## src/rtl/cmdbuf_pkg.sv

```systemverilog
package cmdbuf_pkg;

    typedef enum logic [1:0] {
        ERR_IDLE  = 2'd0,
        ERR_HOLD1 = 2'd1,
        ERR_HOLD2 = 2'd2
    } err_state_e;

    typedef struct packed {
        logic cs0_n;
        logic cs1_n;
        logic cke;
        logic odt;
    } ctl_t;

    localparam ctl_t CTL_RESET = '{cs0_n: 1'b0, cs1_n: 1'b0, cke: 1'b0, odt: 1'b0};

endpackage

```

## src/rtl/cmdbuf_capture.sv

```systemverilog
module cmdbuf_capture
    import cmdbuf_pkg::*;
#(
    parameter int DATA_W = 14
) (
    input  logic              clk,
    input  logic              rst_n,
    input  logic [DATA_W-1:0] d_in,
    input  ctl_t              ctl_in,
    input  logic              par_in,
    output logic [DATA_W-1:0] q_data,
    output ctl_t              ctl_q,
    output logic              par_q,
    output logic              cap_vld
);

    logic cap_en;
    logic par_fold;

    // Gate: capture whenever at least one select is asserted (low).
    assign cap_en   = ~(ctl_in.cs0_n & ctl_in.cs1_n);
    assign par_fold = (^d_in) ^ par_in;

    always_ff @(posedge clk or negedge rst_n) begin
        if (!rst_n) begin
            q_data  <= '0;
            ctl_q   <= CTL_RESET;
            par_q   <= 1'b0;
            cap_vld <= 1'b0;
        end else begin
            ctl_q   <= ctl_in;
            cap_vld <= cap_en;
            if (cap_en) begin
                q_data <= d_in;
                par_q  <= par_fold;
            end
        end
    end

    // gated edge freezes data and parity output
    p_hold_when_gated_r3: assert property (@(posedge clk) disable iff (!rst_n)
        (ctl_in.cs0_n && ctl_in.cs1_n) |=> ($stable(q_data) && $stable(par_q)));

    // open edge delivers the sampled bits one edge later
    p_capture_latency_r2: assert property (@(posedge clk) disable iff (!rst_n)
        (!(ctl_in.cs0_n && ctl_in.cs1_n)) |=> (q_data == $past(d_in)));

    // partial parity folds the sampled bits and the parity input
    p_partial_parity_r4: assert property (@(posedge clk) disable iff (!rst_n)
        (!(ctl_in.cs0_n && ctl_in.cs1_n)) |=> (par_q == ((^$past(d_in)) ^ $past(par_in))));

endmodule

```

## src/rtl/cmdbuf_detect.sv

```systemverilog
module cmdbuf_detect (
    input  logic clk,
    input  logic rst_n,
    input  logic cap_vld,
    input  logic par_q,
    input  logic first_dev,
    output logic err_det
);

    always_ff @(posedge clk or negedge rst_n) begin
        if (!rst_n) begin
            err_det <= 1'b0;
        end else begin
            err_det <= cap_vld & par_q & ~first_dev;
        end
    end

    // a detection only follows a real capture
    p_det_after_capture_r7: assert property (@(posedge clk) disable iff (!rst_n)
        err_det |-> $past(cap_vld));

endmodule

```

## src/rtl/cmdbuf_err_fsm.sv

```systemverilog
module cmdbuf_err_fsm
    import cmdbuf_pkg::*;
(
    input  logic clk,
    input  logic rst_n,
    input  logic err_det,
    input  logic first_dev,
    output logic err_n
);

    err_state_e st_q;
    err_state_e st_nxt;

    // State register
    always_ff @(posedge clk or negedge rst_n) begin
        if (!rst_n) begin
            st_q <= ERR_IDLE;
        end else begin
            st_q <= st_nxt;
        end
    end

    // Transitions
    always_comb begin
        st_nxt = st_q;
        unique case (st_q)
            ERR_IDLE:  st_nxt = err_det ? ERR_HOLD1 : ERR_IDLE;
            ERR_HOLD1: st_nxt = err_det ? ERR_HOLD1 : ERR_HOLD2;
            ERR_HOLD2: st_nxt = err_det ? ERR_HOLD1 : ERR_IDLE;
            default:   st_nxt = ERR_IDLE;
        endcase
    end

    // Registered output, decoded from the next state
    always_ff @(posedge clk or negedge rst_n) begin
        if (!rst_n) begin
            err_n <= 1'b1;
        end else begin
            err_n <= first_dev | (st_nxt == ERR_IDLE);
        end
    end

    // a falling flag is held for at least one more edge
    p_pulse_min_r5: assert property (@(posedge clk) disable iff (!rst_n)
        ($fell(err_n) && !first_dev) |=> (!err_n || first_dev));

    // state stays within its legal encodings
    p_state_legal_r5: assert property (@(posedge clk) disable iff (!rst_n)
        (st_q == ERR_IDLE) || (st_q == ERR_HOLD1) || (st_q == ERR_HOLD2));

    // cascade-first mode keeps the flag inactive
    p_first_quiet_r8: assert property (@(posedge clk) disable iff (!rst_n)
        $past(first_dev) |-> err_n);

endmodule

```

## src/rtl/cmdbuf_parity_reg.sv

```systemverilog
module cmdbuf_parity_reg
    import cmdbuf_pkg::*;
#(
    parameter int DATA_W = 14
) (
    input  logic              clk,
    input  logic              rst_n,
    input  logic              cascade_first,
    input  logic              cs0_n,
    input  logic              cs1_n,
    input  logic              cke_in,
    input  logic              odt_in,
    input  logic [DATA_W-1:0] d_in,
    input  logic              par_in,
    output logic [DATA_W-1:0] q_data,
    output logic              q_cs0_n,
    output logic              q_cs1_n,
    output logic              q_cke,
    output logic              q_odt,
    output logic              par_out,
    output logic              err_n
);

    ctl_t ctl_in;
    ctl_t ctl_q;
    logic cap_vld;
    logic err_det;

    assign ctl_in = '{cs0_n: cs0_n, cs1_n: cs1_n, cke: cke_in, odt: odt_in};

    cmdbuf_capture #(.DATA_W(DATA_W)) u_capture (
        .clk     (clk),
        .rst_n   (rst_n),
        .d_in    (d_in),
        .ctl_in  (ctl_in),
        .par_in  (par_in),
        .q_data  (q_data),
        .ctl_q   (ctl_q),
        .par_q   (par_out),
        .cap_vld (cap_vld)
    );

    cmdbuf_detect u_detect (
        .clk       (clk),
        .rst_n     (rst_n),
        .cap_vld   (cap_vld),
        .par_q     (par_out),
        .first_dev (cascade_first),
        .err_det   (err_det)
    );

    cmdbuf_err_fsm u_err_fsm (
        .clk       (clk),
        .rst_n     (rst_n),
        .err_det   (err_det),
        .first_dev (cascade_first),
        .err_n     (err_n)
    );

    assign q_cs0_n = ctl_q.cs0_n;
    assign q_cs1_n = ctl_q.cs1_n;
    assign q_cke   = ctl_q.cke;
    assign q_odt   = ctl_q.odt;

    // control outputs register every edge, gated or not
    p_ctl_follow_r2: assert property (@(posedge clk) disable iff (!rst_n)
        1'b1 |=> (q_cke == $past(cke_in) && q_odt == $past(odt_in)));

endmodule

```

## config.mk

```make
export PLATFORM = sky130hd
export DESIGN_NAME = cmdbuf_parity_reg
export DESIGN_NICKNAME = d
export VERILOG_FILES = /design/src/rtl/cmdbuf_pkg.sv /design/src/rtl/cmdbuf_capture.sv /design/src/rtl/cmdbuf_detect.sv /design/src/rtl/cmdbuf_err_fsm.sv /design/src/rtl/cmdbuf_parity_reg.sv
export SDC_FILE = /design/constraint.sdc
export NUM_CORES = 1
export LEC_CHECK = 0
export CORE_UTILIZATION = 40
export CTS_CLUSTER_DIAMETER = 200
export DETAILED_ROUTE_END_ITERATION = 16
export GPL_ROUTABILITY_DRIVEN = 1
export PLACE_DENSITY = 0.85
export SLEW_MARGIN = 10
export SYNTH_ARGS = -nofsm -noshare
export SYNTH_HDL_FRONTEND = slang
export SYNTH_SLANG_ARGS = --single-unit
```

## constraint.sdc

```tcl
create_clock -name clk -period 0.9 [get_ports clk]
set_input_delay 0.27 -clock clk [delete_from_list [all_inputs] [get_ports clk]]
set_output_delay 0.27 -clock clk [all_outputs]
set_load 0.05 [all_outputs]
```

== Word-level counts from Yosys, hierarchy flattened ==
Cells that the tools add are included.

* Logic and storage cells: 26
* Bits of input ports: 22
* Output and inout port bits: 20
* Register bits: 24

* Reductions and logical operators: 4
* Muxes and demuxes: 3
* Bitwise operators: 7
* Equality and inequality tests: 2

{| class="wikitable"
|+ Operator list
! cell !! number
|-
| 14-bit parity || 1
|-
| 2-bit zero test || 2
|-
| 2-bit one-hot mux with 2 select lines || 1
|-
| 1-bit AND || 3
|-
| 2-bit by 1-bit == test with 1-bit output (second input constant) || 1
|-
| 2-bit == test (second input constant) || 1
|-
| 2-bit 2-to-1 mux || 1
|-
| 1-bit NOT || 2
|-
| 2-bit OR reduction || 1
|-
| 1-bit 2-to-1 mux || 1
|-
| 1-bit OR || 1
|-
| 1-bit XOR || 1
|}

== Depth between registers and ports, before layout ==
Gate-level depths: netlist of run 1.

* Word-level depth: 5
* Depth in mapped cells: 4

== Modules after synthesis ==
Synthesis of run 1 repeated with hierarchy kept, for this count alone.

* Cells, all modules: 57
* Area, all modules: 972.2 um^2

{| class="wikitable"
|+ By module, submodules not included
! module !! area an instance (um^2) !! seq. area each (um^2) !! cells each !! instances
|-
| cmdbuf_capture || 834.6 || 500.5 || 48 || 1
|-
| cmdbuf_err_fsm || 103.8 || 76.3 || 7 || 1
|-
| cmdbuf_detect || 33.8 || 25.0 || 2 || 1
|}

== Worst setup path before layout of run 1 ==
OpenSTA, ideal clock, no wires.

* Path type: input-to-reg
* Start: in d_in[10]
* End: reg u_capture.par_q
* Setup slack: -0.511 ns
* Setup time: 0.125 ns
* Stages: 4
* Data required time: 0.775 ns
* Arrival time: 1.286 ns
* Path through: xnor3_1 > xnor3_1 > xnor3_1 > mux2_4

* Word-level cells in the longest chain between the ends: 2

{| class="wikitable"
|+ RTL lines
! element !! RTL line !! text
|-
| start: declaration || cmdbuf_parity_reg.sv:13 || <nowiki>input logic [DATA_W-1:0] d_in,</nowiki>
|-
| 14-bit parity || cmdbuf_capture.sv:22 || <nowiki>assign par_fold = (^d_in) ^ par_in;</nowiki>
|-
| 1-bit XOR || cmdbuf_capture.sv:22 ||
|-
| end signal: assignment || cmdbuf_capture.sv:35 || <nowiki>par_q <= par_fold;</nowiki>
|-
| end: declaration || cmdbuf_capture.sv:13 || <nowiki>output logic par_q,</nowiki>
|}

Every way passes these cells.
A chain may end at the register's enable or synchronous reset.

== Worst setup path in the final report of run 1 ==
* Start: in d_in[8]
* End: reg u_capture.par_q

Same word-level chain as after synthesis.

==> results of run 1 <==
[power by group]
part           leakage [nW]  switching, mW  internal (mW)
logic                 0.636          0.592          0.755
clock network        0.0210          0.341          0.248
registers             0.277          0.140           1.22
total                 0.935           1.07           2.22
[timing repair]
action	4_1_cts	5_1_grt
pin swaps	7	11
gates resized for setup	34	25
setup endpoints to repair	35	28
setup buffers	3	4
gates cloned	1	0
[final cells by class]
cell class                      instances  share of cell area [%]
Clock buffer                            4                   1.965
Multi-Input combinational cell         34                   22.56
Sequential cell                        24                   32.93
Tap cell                               28                   1.897
Timing Repair Buffer                   51                   40.65
[cells by family after synthesis]
group / share of synthesized area [%]
buffers and inverters: 0.5210
xor gates and xnor gates: 14.34
AOI/OAI and AO/OA: 1.565
and+or+nand+nor: 2.869
DFF: 62.71
muxes: 17.99
[path summary, 6_finish.rpt]
kind / slack (ps) / start / to / cells after the start
max: -470 / d_in[8] / u_capture.par_q / 5
min reg2reg: 470 / u_err_fsm.st_q[1] / u_err_fsm.st_q[0] / 1
min in group asynchronous: 280 / rst_n / u_capture.ctl_q[0] / 2
min: 160 / d_in[10] / u_capture.q_data[10] / 2
max in group asynchronous: 370 / rst_n / u_capture.q_data[13] / 2
max reg2reg: -70 / u_capture.q_data[7] / u_capture.q_data[7] / 2
[stage by stage]
step                      setup slack, ps  setup TNS, ps  cells
final                              -472.2          -6794    141
after floorplan                    -510.9          -2999     59
after detailed placement            -1074          -9070    130
after global placement              -1025          -8545    130
after CTS                          -633.9          -6694    138
after global routing               -467.1          -7487    141
[sequential cells by signal, indices dropped and copies added, names as in the netlist]
name and flops:
u_capture.cap_vld 1, u_capture.ctl_q 4, u_capture.par_q 1, u_capture.q_data 14, u_detect.err_det 1, u_err_fsm.err_n 1, u_err_fsm.st_q 2
[worst max-delay path, delay by kind of cell]
family / cells / cell delay [ps]
muxes: 1 / 270
buffers and inverters: 1 / 130
xor gates and xnor gates: 3 / 940
[cells in the final DEF (no fill, tap or decap), drive strengths merged, types with 2 or more instances in the layout]
cell and n:
buf 34, clkbuf 7, clkdlybuf4s15 2, clkdlybuf4s50 4
dfrtp 23, dlymetal6s2s 8, mux2 15, nand2 2
nand2b 2, nor2 2, xnor2 7, xnor3 3
[layer usage]
layer,wire length (um),vias up,GRT usage [%]
li1,-,311,-
met1,1165,355,29.14
met3,203,5,8.333
met5,0,-,0
met4,44,0,9.722
met2,1406,34,37.06
==> results by group, run 1 <==
Status
  • Outcome: finished, violations left
  • Failing checks: setup timing

Synthesis
  • Number of synthesized register bits: 24
  • Count leader, synth: dfrtp_1
  • Synth top area cells: dfrtp_1 (60%), mux2_2 (16%), xnor3_1 (7.0%)
  • Cell taking the most area after synthesis: dfrtp_1
  • Syn Std Cell Area: 959.7 um^2
  • Average instance area after synthesis: roughly 16 um^2
  • Cells after Synth: 59
  • Commonest register cell after synthesis: dfrtp_1
  • Post-synthesis sequential area ratio: 62.71%
  • Commonest cells post-synth: dfrtp_1 (23), mux2_2 (14), xnor2_1 (7)
  • Post-synth cell types: 13
  • Yosys top cell area share: 59.97%
  • Synth Net Count: 81
  • Number of enable flip-flop cells after synthesis: 0
  • Asr flop ratio synth: between 90% and 100%
  • Synthesis Warnings: 0

Finish
  • Area Overhead vs Synth: 92.44%
  • Fillers: 95
  • Finished layout cell area: 0.001847 mm^2
  • Nets: 136
  • Multi-input gate area: 416.7 um^2
  • Reg area: 608.1 um^2
  • Share of cells above drive strength 1: around three fifths
  • ANT cells: 0
  • Post-layout util: 82.69%

Timing
  • Max-slew violations: 0
  • Worst setup margin: -472.2 ps
  • Least-Margin Pin Slew: 216.3 ps
  • Max Clk Rate: 0.7288 GHz
  • Unrepaired setup endpoints after global routing: true
  • Hold_ws: 164.1 ps
  • Layout Skew: 3.764 ps
  • Final Hold Fails: 0
  • Min cycle time layout: 1372 ps
  • Finish-stage setup viols: 27
  • Tcrit/Tclk final: 152.5%
  • Rel. slew slack: between 80 and 90%

Detailed routing
  • 1st-pass router iterations: 4
  • Vias: 705
  • Vias per cell: 5.000
  • Post-DR wirelength/cell: ~20 um
  • Routed WL: 2819 um
  • Iteration-0 DRC Markers: 3
  • DRC violations left: 0
  • Post-DRT Antenna Nets: 0

CTS
  • CTS tree: built
  • Total CTS buffers: 3
  • Clock root buffer: clkbuf_4
  • Htree depth: 1
  • Worst skew pair latency: 330 ps
  • CTS sink count: 24
  • Bufs on Longest Clock Path: 2
  • Clock slew at reported path FFs: 130 ps
  • Hold Buf Count CTS: 0

Power
  • Worst VDD drop: 1.617 mV
  • Leakage: 0.9347 nW
  • PwrDens: 1784 mW/mm^2
  • Total power: 3.294 mW

Place
  • DP Area: 0.001654 mm^2
  • GPL Wtd Cong: 0.5910
  • DP HPWL: 1606 um
  • # port buffers: 41

Setup path
  • Worst EP required: between 1000 and 1500 ps
  • CP max FO: 2
  • Startpoint types: input pin
  • Biggest cell delay along the critical path: 410 ps
  • Crit path top cell by count: xnor3_1
  • Worst path arrival time: 1600 ps
  • Crit end category: register
  • Crit path cell chain: buf_4, xnor2_2, xnor3_1, xnor3_1, mux2_4
  • Slowest CP cell: xnor3_1
  • Crit path kind: in2reg

GRT
  • Largest net degree at the start of global routing: 14
  • Total gr overflow: 0
  • Antenna violations before repair: 0
  • First-pass GRT wire length: 4105 um
  • Vias in the first global route: ~780
  • Total GRT Usage: 23.47%

Floorplanning
  • Initial Util: 42.97%
  • Row cnt: 17
  • I/O pins: 42
  • Core footprint: ~0.0022 mm^2
  • Die X: between 50 and 60 um
  • Die Area: approximately 0.0026 mm^2
  • Die H: 50.98 um

Run
  • Max-Cap Viols: 0

Worst hold path
  • Worst min-delay path category: in2reg
Power figures use the tool's default switching activity.
==> run 2, diff against run 1 <==
==> constraint.sdc (replaced) <==
create_clock -name clk -period 1.5 [get_ports clk]
set_input_delay 0.45 -clock clk [delete_from_list [all_inputs] [get_ports clk]]
set_output_delay 0.45 -clock clk [all_outputs]
set_load 0.05 [all_outputs]
==> run 2 against run 1 <==
The flow now finishes without violations. Cell count down 5.7%. Highest routed layer unchanged. Wire length down 24%. Critical endpoint is now err_n. Combinational power down 45%. Clock skew down 2.1 ps. Critical path depth down 4. Utilization down 6.0 points.
==> results by group, run 2 (synthesized netlist as in run 1, its figures left out) <==
Setup path
  • Worst EP required: 1050 ps (-80 ps)
  • Levels on crit path: 1 (-4)
  • Crit end category: output pin
  • Worst path top cell family by delay: flip-flops
  • Crit path cell chain: buf_12
  • Crit path kind: reg2out
  • WP buf/inv: 1 (unchanged)
  • Biggest cell delay along the critical path: 570 ps (+160 ps)
  • Startpoint types: register
  • Worst path arrival time: 1020 ps (-580 ps)
  • CP max FO: 1 (-1)
  • Slowest CP cell: dfstp_2
  • FF-to-FF path depth: 1 (-1)

Timing
  • Tcrit/Tclk final: 97.86%
  • Final Hold Fails: 0 (unchanged)
  • Rel. slew slack: 87.22% (+1.7 points)
  • Min cycle time layout: 1468 ps
  • Max Clk Rate: 0.6813 GHz
  • Layout Skew: 1.618 ps (-2.146 ps)
  • Least-Margin Pin Slew: 190.7 ps (-25.56 ps)
  • Max-slew violations: 0 (unchanged)
  • Finish-stage setup viols: 0 (-100%)
  • Unrepaired setup endpoints after global routing: false

Floorplanning
  • Die X: 50.98 um (unchanged)
  • I/O pins: 42 (unchanged)
  • Die H: 50.98 um (unchanged)
  • Core footprint: 0.002233 mm^2 (unchanged)
  • Die Area: 0.002599 mm^2 (unchanged)
  • Row cnt: 17 (unchanged)
  • Initial Util: 42.97% (unchanged)

CTS
  • CTS sink count: 24 (unchanged)
  • Total CTS buffers: 3 (unchanged)
  • Hold Buf Count CTS: 0 (unchanged)
  • Worst skew pair latency: 320 ps (about the same)
  • Bufs on Longest Clock Path: 2 (unchanged)
  • CTS tree: built
  • Htree depth: 1 (unchanged)
  • Clock root buffer: clkbuf_4
  • Number of post-CTS setup repair buffers: 0 (-3)
  • Clock slew at reported path FFs: 130 ps (about the same)

Finish
  • ANT cells: 0 (unchanged)
  • Top flop regs: u_capture.q_data x14, u_capture.ctl_q x4, u_err_fsm.st_q x2
  • Commonest non-fill, non-tap cell in the layout: dfrtp_1
  • Post-layout util: 76.69% (-6.0 points)
  • Area Overhead vs Synth: 78.49%
  • Largest Register: u_capture.q_data
  • Post-Layout Cell Count: 133 (-5.7%)
  • Nets: 128 (-5.9%)
  • Max reg flops: 14 (unchanged)
  • Commonest cells after routing, fill and taps aside: dfrtp_1 (23), buf_12 (22), mux2_2 (14)
  • Share of cells above drive strength 1: 48.57% (-12 points)

Status
  • Outcome: completed

Detailed routing
  • Vias per cell: 4.857 (-2.9%)
  • Routed WL: 2146 um (-24%)
  • Vias: 646 (-8.4%)
  • DRC violations left: 0 (unchanged)
  • Post-DR wirelength/cell: 16.14 um (-19%)
  • Post-DRT Antenna Nets: 0 (unchanged)
  • Iteration-0 DRC Markers: 0 (-3)
  • 1st-pass router iterations: 1 (-3)

Power
  • Total power: 1.893 mW (-43%)
  • PwrDens: 1105 mW/mm^2 (-38%)
  • Worst VDD drop: 1.022 mV (-37%)
  • Leakage: 0.8350 nW (-11%)

GRT
  • Total GRT Usage: 19.18% (-4.3 points)
  • Vias in the first global route: 752 (-3.5%)
  • Largest net degree at the start of global routing: 25 (+11)
  • Antenna violations before repair: 0 (unchanged)
  • First-pass GRT wire length: 3546 um (-14%)
  • Total gr overflow: 0 (unchanged)

Place
  • Placed Cells: 129 (-0.77%)
  • GPL Wtd Cong: 0.6277 (+6.2%)
  • # port buffers: 41 (unchanged)
  • DP HPWL: 1682 um (+4.7%)

Run
  • Max-Cap Viols: 0 (unchanged)

Worst hold path
  • Worst hold stages: 2 (unchanged)
  • Worst min-delay path category: in2reg
[run 2: path summary, 6_finish.rpt]
path / start / to / slack, ps
hold reg to reg: u_err_fsm.st_q[1] / u_err_fsm.st_q[0] / 470
setup / recovery: u_err_fsm.err_n / err_n / 30
min in group asynchronous: rst_n / u_capture.q_data[5] / 450
hold / removal: d_in[12] / u_capture.q_data[12] / 360
max in group asynchronous: rst_n / u_err_fsm.err_n / 830
setup reg to reg: u_capture.par_q / u_capture.par_q / 650
[run 2: what timing repair did]
action / 4_1_cts / 5_1_grt
resized for setup: 23 / 11
pin swaps: 9 / 8
setup endpoints to repair: 1 / 1
[run 2: layer usage]
metal | vias up | wire [um] | track usage (%)
met3 | 3 | 197 | 5.952
li1 | 292 | - | -
met2 | 33 | 1162 | 35.96
met4 | 0 | 35 | 6.944
met1 | 318 | 751 | 19.65
met5 | - | 0 | 0
[run 2: cell type report]
class	instances	area (um^2)
clock buffer	4	36.28
fill	131	520.5
multi-input combinational	34	390.4
sequential	24	601.8
tap	28	35.03
timing repair buffer	43	649.4
[run 2: where the power goes]
group | internal, mW | switching, mW
clock | 0.149 | 0.201
combinational | 0.406 | 0.332
sequential | 0.728 | 0.0780
[run 2: metrics by stage]
stage | hold slack (ps) | TNS, ps | cell area (um^2) | setup slack (ps)
finish | 355.4 | 0 | 1713 | 32.15
global route | 350.4 | 0 | 1713 | 3.944
CTS | 358.4 | -169.4 | 1698 | -169.4
detailed placement | 457.5 | -2678 | 1640 | -653.9
global placement | 425.7 | -1858 | 1640 | -599.1
floorplan | 154.4 | -90.92 | 959.7 | -90.92
